`src/rtl/trace_port_pkg.sv`:
```
package trace_port_pkg;

    parameter int PC_W       = 9;
    parameter int TASK_W     = 2;
    parameter int NUM_GROUPS = 4;

    // five single-bit status fields plus task and program counter
    localparam int TRACE_W = 5 + TASK_W + PC_W;

    function automatic int idx_width(input int n);
        return (n > 1) ? $clog2(n) : 1;
    endfunction

endpackage

```
`src/rtl/trace_cfg_reg.sv`:
```
module trace_cfg_reg #(
    parameter int IDX_W = 2
) (
    input  logic             clk,
    input  logic             rst_n,
    input  logic             wr,
    input  logic             en_in,
    input  logic [IDX_W-1:0] grp_in,
    output logic             en_q,
    output logic [IDX_W-1:0] grp_q
);

    typedef struct packed {
        logic             armed;
        logic             en;
        logic [IDX_W-1:0] grp;
    } cfg_st_t;

    cfg_st_t st_d, st_q;

    always_comb begin
        st_d       = st_q;
        st_d.armed = 1'b1;
        if (wr) begin
            st_d.en  = en_in;
            st_d.grp = grp_in;
        end
    end

    always_ff @(posedge clk or negedge rst_n) begin
        if (!rst_n) st_q <= '0;
        else        st_q <= st_d;
    end

    assign en_q  = st_q.en;
    assign grp_q = st_q.grp;

    AST_CFG_HOLD: assert property (@(posedge clk) disable iff (!rst_n)
        (st_q.armed && !$past(wr)) |-> ($stable(en_q) && $stable(grp_q)));

    AST_CFG_WRITE: assert property (@(posedge clk) disable iff (!rst_n)
        (st_q.armed && $past(wr)) |-> (en_q == $past(en_in) && grp_q == $past(grp_in)));

endmodule

```
`src/rtl/trace_capture.sv`:
```
module trace_capture
    import trace_port_pkg::*;
#(
    parameter int P_PC_W   = PC_W,
    parameter int P_TASK_W = TASK_W,
    localparam int W       = 5 + P_TASK_W + P_PC_W
) (
    input  logic                clk,
    input  logic                rst_n,
    input  logic                z,
    input  logic                c,
    input  logic                go,
    input  logic                cond,
    input  logic                valid,
    input  logic [P_TASK_W-1:0] task_id,
    input  logic [P_PC_W-1:0]   pc,
    output logic [W-1:0]        word_q
);

    typedef struct packed {
        logic                zf;
        logic                cf;
        logic                adv;
        logic                cnd;
        logic                vld;
        logic [P_TASK_W-1:0] tsk;
        logic [P_PC_W-1:0]   pcv;
    } word_t;

    word_t w_d, w_q;

    always_comb begin
        w_d.zf  = z;
        w_d.cf  = c;
        w_d.adv = go;
        w_d.cnd = cond;
        w_d.vld = valid;
        w_d.tsk = task_id;
        w_d.pcv = pc;
    end

    always_ff @(posedge clk or negedge rst_n) begin
        if (!rst_n) w_q <= '0;
        else        w_q <= w_d;
    end

    assign word_q = w_q;

endmodule

```
`src/rtl/trace_pin_mux.sv`:
```
module trace_pin_mux #(
    parameter int NGRP  = 4,
    parameter int GW    = 16,
    parameter int IDX_W = 2,
    localparam int PW   = NGRP * GW
) (
    input  logic             en,
    input  logic [IDX_W-1:0] grp,
    input  logic [GW-1:0]    word,
    input  logic [PW-1:0]    norm,
    output logic [PW-1:0]    pins,
    output logic [NGRP-1:0]  sel
);

    for (genvar g = 0; g < NGRP; g++) begin : g_grp
        assign sel[g] = en && (grp == IDX_W'(g));
        assign pins[g*GW +: GW] = sel[g] ? word : norm[g*GW +: GW];
    end

endmodule

```
`src/rtl/trace_port.sv`:
```
module trace_port
    import trace_port_pkg::*;
#(
    parameter int P_PC_W   = PC_W,
    parameter int P_TASK_W = TASK_W,
    parameter int P_NGRP   = NUM_GROUPS,
    localparam int GW      = 5 + P_TASK_W + P_PC_W,
    localparam int IDX_W   = idx_width(P_NGRP),
    localparam int PW      = P_NGRP * GW
) (
    input  logic                clk,
    input  logic                rst_n,
    input  logic                cfg_wr,
    input  logic                cfg_en,
    input  logic [IDX_W-1:0]    cfg_grp,
    input  logic                core_z,
    input  logic                core_c,
    input  logic                core_go,
    input  logic                core_cond,
    input  logic                core_valid,
    input  logic [P_TASK_W-1:0] core_task,
    input  logic [P_PC_W-1:0]   core_pc,
    input  logic [PW-1:0]       pin_out_norm,
    output logic [PW-1:0]       pin_out,
    output logic [P_NGRP-1:0]   grp_sel
);

    logic             en_q;
    logic [IDX_W-1:0] grp_q;
    logic [GW-1:0]    word_q;

    trace_cfg_reg #(.IDX_W(IDX_W)) u_cfg (
        .clk    (clk),
        .rst_n  (rst_n),
        .wr     (cfg_wr),
        .en_in  (cfg_en),
        .grp_in (cfg_grp),
        .en_q   (en_q),
        .grp_q  (grp_q)
    );

    trace_capture #(.P_PC_W(P_PC_W), .P_TASK_W(P_TASK_W)) u_cap (
        .clk     (clk),
        .rst_n   (rst_n),
        .z       (core_z),
        .c       (core_c),
        .go      (core_go),
        .cond    (core_cond),
        .valid   (core_valid),
        .task_id (core_task),
        .pc      (core_pc),
        .word_q  (word_q)
    );

    trace_pin_mux #(.NGRP(P_NGRP), .GW(GW), .IDX_W(IDX_W)) u_mux (
        .en   (en_q),
        .grp  (grp_q),
        .word (word_q),
        .norm (pin_out_norm),
        .pins (pin_out),
        .sel  (grp_sel)
    );

    // checker state: marks that one full cycle has passed since reset
    typedef struct packed {
        logic seen;
    } chk_t;

    chk_t chk_d, chk_q;

    always_comb begin
        chk_d      = chk_q;
        chk_d.seen = 1'b1;
    end

    always_ff @(posedge clk or negedge rst_n) begin
        if (!rst_n) chk_q <= '0;
        else        chk_q <= chk_d;
    end

    logic [GW-1:0] live_slice;
    assign live_slice = pin_out[int'(grp_q)*GW +: GW];

    AST_RESET_QUIET: assert property (@(posedge clk)
        !rst_n |-> (grp_sel == '0));

    AST_TRACE_LATENCY: assert property (@(posedge clk) disable iff (!rst_n)
        (chk_q.seen && en_q) |->
        live_slice == $past({core_z, core_c, core_go, core_cond, core_valid, core_task, core_pc}));

    AST_SEL_ONEHOT: assert property (@(posedge clk) disable iff (!rst_n)
        en_q |-> ($onehot(grp_sel) && grp_sel[grp_q]));

    AST_OFF_PASS: assert property (@(posedge clk) disable iff (!rst_n)
        !en_q |-> (pin_out == pin_out_norm && grp_sel == '0));

    for (genvar g = 0; g < P_NGRP; g++) begin : g_chk
        AST_OTHER_PASS: assert property (@(posedge clk) disable iff (!rst_n)
            (en_q && grp_q != IDX_W'(g)) |->
            pin_out[g*GW +: GW] == pin_out_norm[g*GW +: GW]);
    end

endmodule

```
`config.mk`:
```
export PLATFORM = sky130hd
export DESIGN_NAME = trace_port
export DESIGN_NICKNAME = d
export VERILOG_FILES = /design/src/rtl/trace_port_pkg.sv /design/src/rtl/trace_cfg_reg.sv /design/src/rtl/trace_capture.sv /design/src/rtl/trace_pin_mux.sv /design/src/rtl/trace_port.sv
export SDC_FILE = /design/constraint.sdc
export NUM_CORES = 1
export LEC_CHECK = 0
export BUFFER_PORTS_ARGS = -buffer_cell sky130_fd_sc_hd__buf_4
export CAP_MARGIN = 40
export CORE_MARGIN = 5
export CORE_UTILIZATION = 34
export CTS_CLUSTER_DIAMETER = 30
export DETAILED_ROUTE_END_ITERATION = 8
export HOLD_SLACK_MARGIN = 0.12
export PLACE_DENSITY = 0.77
export SYNTH_ARGS = -nofsm -noshare
export SYNTH_HDL_FRONTEND = slang
export SYNTH_SLANG_ARGS = --single-unit
```
`constraint.sdc`:
```
create_clock -name clk -period 1.6 [get_ports clk]
set_clock_uncertainty 0.05 [all_clocks]
set_input_delay 0.08 -clock clk [delete_from_list [all_inputs] [get_ports clk]]
set_output_delay 0.08 -clock clk [all_outputs]
set_load 0.1 [all_outputs]
```
==> impl_results.md, run 1 <==
* Async SR Flop Fraction at 100%
* Failed at: 5_1_grt
* Yosys top cell area share at 47.7%
* Port Buf Inserts at 153
* Synth unique cells at 11
* Worst Endpoint after GRT Repair: pin_out[5]
* Most used DFF post-synth: dfrtp_1
* Mapped cell area at 1370 um2
* Ranking of synthesized cells by area: mux2_2 48%, dfrtp_1 35%, mux2_4 9.9%
* Seq/Total Area, Yosys at 34.7%
* CTS Buf Count at 3
* Top cell types by occurrence after synthesis: 58 x mux2_2, 19 x dfrtp_1, 9 x mux2_4, 3 x inv_1, 2 x nand3b_2
* Largest family of logic cells by synthesized area: multiplexers
* Die X at 73.5 um
* Mapped Cells at 97
* Place WS at -0.0130 ns
* Pin count of the biggest net entering global routing at 20
* Dpl cells at 307
* Status: did not finish
* Adder-Cell Fraction of Synth Area at 0%
* XOR/XNOR Fraction of Synth Area at 0%
* Stop Error: [ERROR DPL-0033] detailed placement checks failed during check placement.
* DIE HEIGHT at 73.5 um
* FP Rows at 23
* Post-synthesis simple-gate area fraction at 3.74%
* CTS Root Cell: clkbuf_8
* CTS sink cnt at 19
* Number of enable flip-flop cells after synthesis at 0
* Syn nets at 183
* I/O pin cnt at 154
* Max Root-Sink Buffers at 2
* Synth Area in Compound Gates at 0%
* Initial core utilization at 34.8%
* Yosys warns at 0
* Cell taking the most area after synthesis: mux2_2
* Worst EP kind: output port
* Mux share of post-synthesis cell area at 57.5%
* Syn avg cell area at 14.1 um2
* Detailed Place HPWL at 4650 um
* H-tree levels at 1
* Initial antenna violation count at 1
* Most common cell in the netlist: mux2_2
* Routability congestion estimate from global placement at 0.729
* Synthesis-stage register bit count at 19
## cells by family after synthesis
group                  count (synthesis)
AND/OR/NAND/NOR                        4
flip-flops                            19
buffers and inverters                  7
multiplexers                          67
## per-stage QoR
stage	hold WS (ns)	TNS, ns	cell area [um2]
after floorplan	-0.266	-0.733	1450
after global placement	-0.0843	0	2720
after detailed placement	-0.0841	-0.0467	2720
after CTS	0.185	-11.29	3450
## what timing repair did
item | CTS
pin swaps | 1
buffers inserted | 2
gates resized for setup | 113
hold endpoints to repair | 38
hold buffers | 23
setup endpoints to repair | 67
==> inputs of run 2 (changes only) <==
- CORE_UTILIZATION: 34 -> 29
- CTS_CLUSTER_DIAMETER: 30 -> not set
- HOLD_SLACK_MARGIN: 0.12 -> not set
- PLACE_DENSITY: 0.77 -> not set
- PLACE_DENSITY_LB_ADDON: not set -> 0.15
==> run 2 against run 1 <==
The flow now finishes, with violations (setup timing). Synthesized cell count unchanged. Area after synthesis unchanged.
==> impl_results.md, run 2 <==
* Status: complete, but fails checks
* Failing checks: setup timing
* Ranking of synthesized cells by area: mux2_2 48%, dfrtp_1 35%, mux2_4 9.9%
* Crit path kind: flip-flop to output port
* PwrDens at 885 nW/um2
* Vias at 1542
* Mapped Cells at 97
* Most used DFF post-synth: dfrtp_1
* Layout Cells excl Fill at 336
* Final hold vios at 0
* Total GRT Usage at 18.9%
* Top cell types by occurrence after synthesis: 58 x mux2_2, 19 x dfrtp_1, 9 x mux2_4, 3 x inv_1, 2 x nand3b_2
* CP Launch Type: flip-flop
* HP Class: input port to flip-flop
* Commonest cells after routing, fill and taps aside: 87 x buf_4, 49 x buf_6, 41 x mux2_4
* Synthesis-stage register bit count at 19
* Worst VDD drop at 0.000602 V
* I/O pin cnt at 154
* R2R setup slack at 0.61 ns
* RSZ-0062 raised after global routing: true
* Port Buf Inserts at 153
* Detailed Place HPWL at 4340 um
* Most common cell after layout, fill and taps aside: buf_4
* Critical Path RT at 1.47 ns
* Die X at 78.7 um
* Max Cap Violations at 0
* GR Overflow Total at 0
* ANT nets after route at 0
* Clock latency at the later pin of the worst-skew pair at 0.25 ns
* Routability congestion estimate from global placement at 0.701
* R2R depth at 2
* Pin count of the biggest net entering global routing at 20
* Most common cell in the netlist: mux2_2
* Routed wire length at 6140 um
* Die ar. at 6200 um2
* Leakage at 1.79 nW
* Final Max Tran Viols at 0
* Data arrival time of the worst path at 1.70 ns
* Max Root-Sink Buffers at 2
* TritonCTS clock tree: done
* CTS Root Cell: clkbuf_8
* Number of global-route vias before repair at 1672
* DIE HEIGHT at 78.7 um
* Setup WS post-layout at -0.226 ns
* Synth unique cells at 11
* Post-route clock period utilization at 114%
* DRT Pass-1 Iters at 2
* WHS at 0.0456 ns
* Fraction of layout cells with a size suffix above 1 at 86.5%
* Worst R2R End: u_cfg.grp_q[1]
* CTS Buf Count at 3
* R2r startpoint: u_cfg.grp_q[1]
* DRT iter0 DRCs at 25
* Least-Margin Pin Slew at 0.259 ns
* Post-Route Utilization at 76.1%
* DRC viols at 0
* Syn avg cell area at 14.1 um2
* Inserted Diodes at 0
* Yosys top cell area share at 47.7%
* Total Nets Final at 369
* Total power at 3.14 mW
* Rel. slew slack at 82.7%
* Mapped cell area at 1370 um2
* Avg WL per Cell at 18.3 um
* # setup viols final at 64
* Critical path endpoint: pin_out[1]
* FP Rows at 25
* Number of enable flip-flop cells after synthesis at 0
* Element type at the critical path end: output port
* Syn nets at 183
* Cell taking the most area after synthesis: mux2_2
* Area Overhead vs Synth at 159%
* Dpl cells at 311
* Clock transition at the registers of the reported paths at 0.07 ns
* Post-route minimum period at 1.83 ns
* CTS sink cnt at 19
* Async SR Flop Fraction at 100%
* Yosys warns at 0
* Std-Cell Core Area at 4660 um2
* First-pass GRT wire length at 8980 um
* H-tree levels at 1
* Initial antenna violation count at 0
* Crit-path max FO at 7
* DR vias/cell at 4.59
* Fmax at 548 MHz
* Max FFs per register at 16
* Initial core utilization at 29.4%
* Seq/Total Area, Yosys at 34.7%
* Setup crit start: u_cfg.grp_q[1]
[run 2: final cells by class]
type	count	area (um2)
Clock buffer	4	45.0
Fill cell	311	1110
Inverter	3	18.8
Multi-Input combinational cell	71	960
Sequential cell	19	479
Tap cell	54	67.6
Timing Repair Buffer	185	1980
[run 2: cells by family after synthesis]
group                  count (synthesis)  synth area share (%)
flip-flops                            19                  34.7
multiplexers                          67                  57.5
AND/OR/NAND/NOR                        4                  3.74
buffers and inverters                  7                  4.02
[run 2: where the power goes]
part,switching [mW],internal [mW]
Combinational,1.43,0.825
Clock,0.158,0.177
Sequential,0.0369,0.510
Total,1.62,1.51
[run 2: worst max-delay path: stages (launching register included)]
cell and delay, ns:
dfrtp_2 0.45, nor3b_4 0.28, buf_6 0.20, mux2_4 0.33, buf_12 0.17
[run 2: worst min path at each step]
stage	start	endpoint	slack [ns]	cells past startpoint
after detailed placement	rst_n	u_cap.word_q[7]	-0.07	1
after global routing	cfg_wr	u_cfg.grp_q[0]	0.04	2
after floorplan	rst_n	u_cap.word_q[0]	-0.27	0
after global placement	rst_n	u_cap.word_q[10]	-0.08	1
after CTS	cfg_grp[0]	u_cfg.grp_q[0]	0.001	2
final	cfg_wr	u_cfg.grp_q[1]	0.05	2
[run 2: stage by stage]
step,TNS [ns],setup WS (ns),cell area (um2)
after floorplan,-0.733,-0.0814,1450
after global placement,0,0.0178,2730
after detailed placement,-0.0614,-0.0211,2730
after CTS,-13.12,-0.252,3300
after global routing,-14.38,-0.297,3550
final,-10.47,-0.226,3550
[run 2: repair_timing]
action / 4_1_cts / 5_1_grt
hold endpoints to repair: 37 / 1
setup endpoints to repair: 67 / 68
resized for setup: 85 / 60
hold buffers: 19 / 1
pin swaps: 1 / 1
setup buffers: 1 / 0
[run 2: metal layers]
layer	part of all wire [%]	vias to the layer above	wire length [um]	GRT usage, %
li1	-	727	-	-
met1	32	738	2000	19.1
met2	60	73	3690	39.3
met3	6.6	4	407	4.42
met4	0.72	0	44	2.62
met5	0	-	0	0
Power figures use the tool's default switching activity.
==> inputs of run 3 (changes only) <==
- CTS_CLUSTER_SIZE: not set -> 25
- clock period: 1.6 -> 1.9 ns (I/O delays scaled with it)
==> run 3 against run 2 <==
The run now ends clean. Die area unchanged. Worst setup slack better by 0.25 ns. Clock power down 13%. Critical path depth unchanged. First-iteration DRC count down 36%. Power down 23%. Clock-buffer cell count unchanged. Combinational power down 27%. Sequential power down 16%. Sequential share of layout area up 2.5 points. Non-clock buffer count down 7. Largest cell class unchanged.
==> impl_results.md, run 3 (synthesis gave the netlist of run 2 again) <==
* Pin count of the biggest net entering global routing at 20
* I/O pin cnt at 154
* Least-Margin Pin Slew at 0.285 ns
* Routability congestion estimate from global placement at 0.718
* Met1 usage at 21.0%
* Data arrival time of the worst path at 1.73 ns
* DIE HEIGHT at 78.7 um
* Total GRT Usage at 17.3%
* Die X at 78.7 um
* First-pass GRT wire length at 8560 um
* Clock latency at the later pin of the worst-skew pair at 0.25 ns
* DRT iter0 DRCs at 16
* Std-Cell Core Area at 4660 um2
* Clock transition at the registers of the reported paths at 0.08 ns
* Initial core utilization at 29.4%
* FP Rows at 25
* CTS Buf Count at 3
* Slowest CP cell: dfrtp_2
* Vias at 1508
* Post-route clock period utilization at 98.9%
* CTS Root Cell: clkbuf_8
* Leakage at 1.50 nW
* Critical Path Max Stage Delay at 0.46 ns
* Final Max Tran Viols at 0
* DRC viols at 0
* PwrDens at 806 nW/um2
* Element type at the critical path end: output port
* Crit-path max FO at 14
* Fmax at 532 MHz
* Initial antenna violation count at 0
* Worst-path cell chain: nand3b_2, buf_12, mux2_2, buf_4
* Global routing's busiest layer: met2
* DR vias/cell at 4.58
* CTS sink cnt at 19
* Met3 Use GR at 4.65%
* Final hold vios at 0
* Inserted Diodes at 0
* Max Cap Violations at 0
* HP Class: input port to flip-flop
* # setup viols final at 0
* R2R depth at 1
* Avg WL per Cell at 17.0 um
* Rel. slew slack at 81.1%
* Area Overhead vs Synth at 118%
* TritonCTS clock tree: done
* R2R setup slack at 1.01 ns
* Number of global-route vias before repair at 1699
* Aggregate negative setup slack at 0 ns
* WHS Path Cells at 2
* Critical Path RT at 1.75 ns
* Post-route minimum period at 1.88 ns
* Crit path kind: flip-flop to output port
* Most common cell after layout, fill and taps aside: buf_4
* Die ar. at 6200 um2
* Status: finished, final reports clean
* RSZ-0062 raised after global routing: true
* Worst VDD drop at 0.000389 V
* DRT Pass-1 Iters at 2
* Total Nets Final at 362
* Post-Route Utilization at 64.2%
* Fraction of layout cells with a size suffix above 1 at 86.5%
* CP Launch Type: flip-flop
* Routed wire length at 5600 um
* ANT nets after route at 0
* Max FFs per register at 16
* Commonest cells after routing, fill and taps aside: 131 x buf_4, 56 x mux2_2, 23 x buf_6
* Fillers at 377
* H-tree levels at 1
* Detailed Place HPWL at 4230 um
* Postcts setup bufs at 0
* GR Layer Usage met2 at 30.6%
* GR Overflow Total at 0
* Max Root-Sink Buffers at 2
* Port Buf Inserts at 153
## run 3: cell types whose count changed in the layout (fill, tap and decap cells not counted), sizes merged
cell         previous run  this run
dlygate4sd3            20        17
inv                     1         3
clkinvlp                2         0
buf                   165       161
## run 3: through the flow
step	cell area [um2]	std cells	hold WS (ns)	total power [mW]	setup WS (ns)
5_1_grt	2990	329	0.0172	2.49	-0.0355
2_1_floorplan	1370	97	-0.251	1.65	0.204
6_report	2990	329	0.0163	2.41	0.0209
3_5_place_dp	2610	307	-0.0552	2.03	0.219
3_3_place_gp	2610	307	-0.0616	2.02	0.247
4_1_cts	2890	329	0.0112	2.38	-0.0270
## run 3: cell type report
cell class | instances | area, um2 | share of cell area (%)
timing repair buffer | 178 | 1540 | 51.5
multi-input combinational | 71 | 847 | 28.3
sequential | 19 | 479 | 16.0
tap | 54 | 67.6 | 2.26
clock buffer | 4 | 45.0 | 1.51
inverter | 3 | 11.3 | 0.376
## run 3: power by group
part | switching [mW] | internal (mW)
Combinational | 1.15 | 0.509
Sequential | 0.0305 | 0.429
Clock | 0.141 | 0.149
Total | 1.32 | 1.09
## run 3: worst paths after layout
kind | from | end
min in group asynchronous | rst_n | u_cfg.grp_q[0]
max in group asynchronous | rst_n | u_cfg.grp_q[1]
worst min register to register | u_cfg.en_q | u_cfg.en_q
worst min-delay path | cfg_grp[0] | u_cfg.grp_q[0]
worst max-delay path | u_cfg.grp_q[0] | pin_out[43]
worst max register to register | u_cfg.grp_q[1] | u_cfg.grp_q[1]
## run 3: timing repair
item	CTS	global route
endpoints found under the hold margin	35	0
setup endpoints to repair	23	32
resized for setup	17	28
pin swaps	1	1
hold buffers	17	0
gates cloned	1	0
## run 3: worst max-delay path: cells and delay by family, from the launching register on
kind,cells,cell delay (ns)
flops,1,0.46
buf+inv,2,0.43
simple gates,1,0.31
mux,1,0.27
## run 3: metal layers
layer  vias to the layer above  part of all wire, %  wire, um
met2                        87                   52      2890
met1                       699                   38      2100
met5                         -                    0         0
li1                        716                    -         -
met4                         0                  1.4        76
met3                         6                  9.5       530
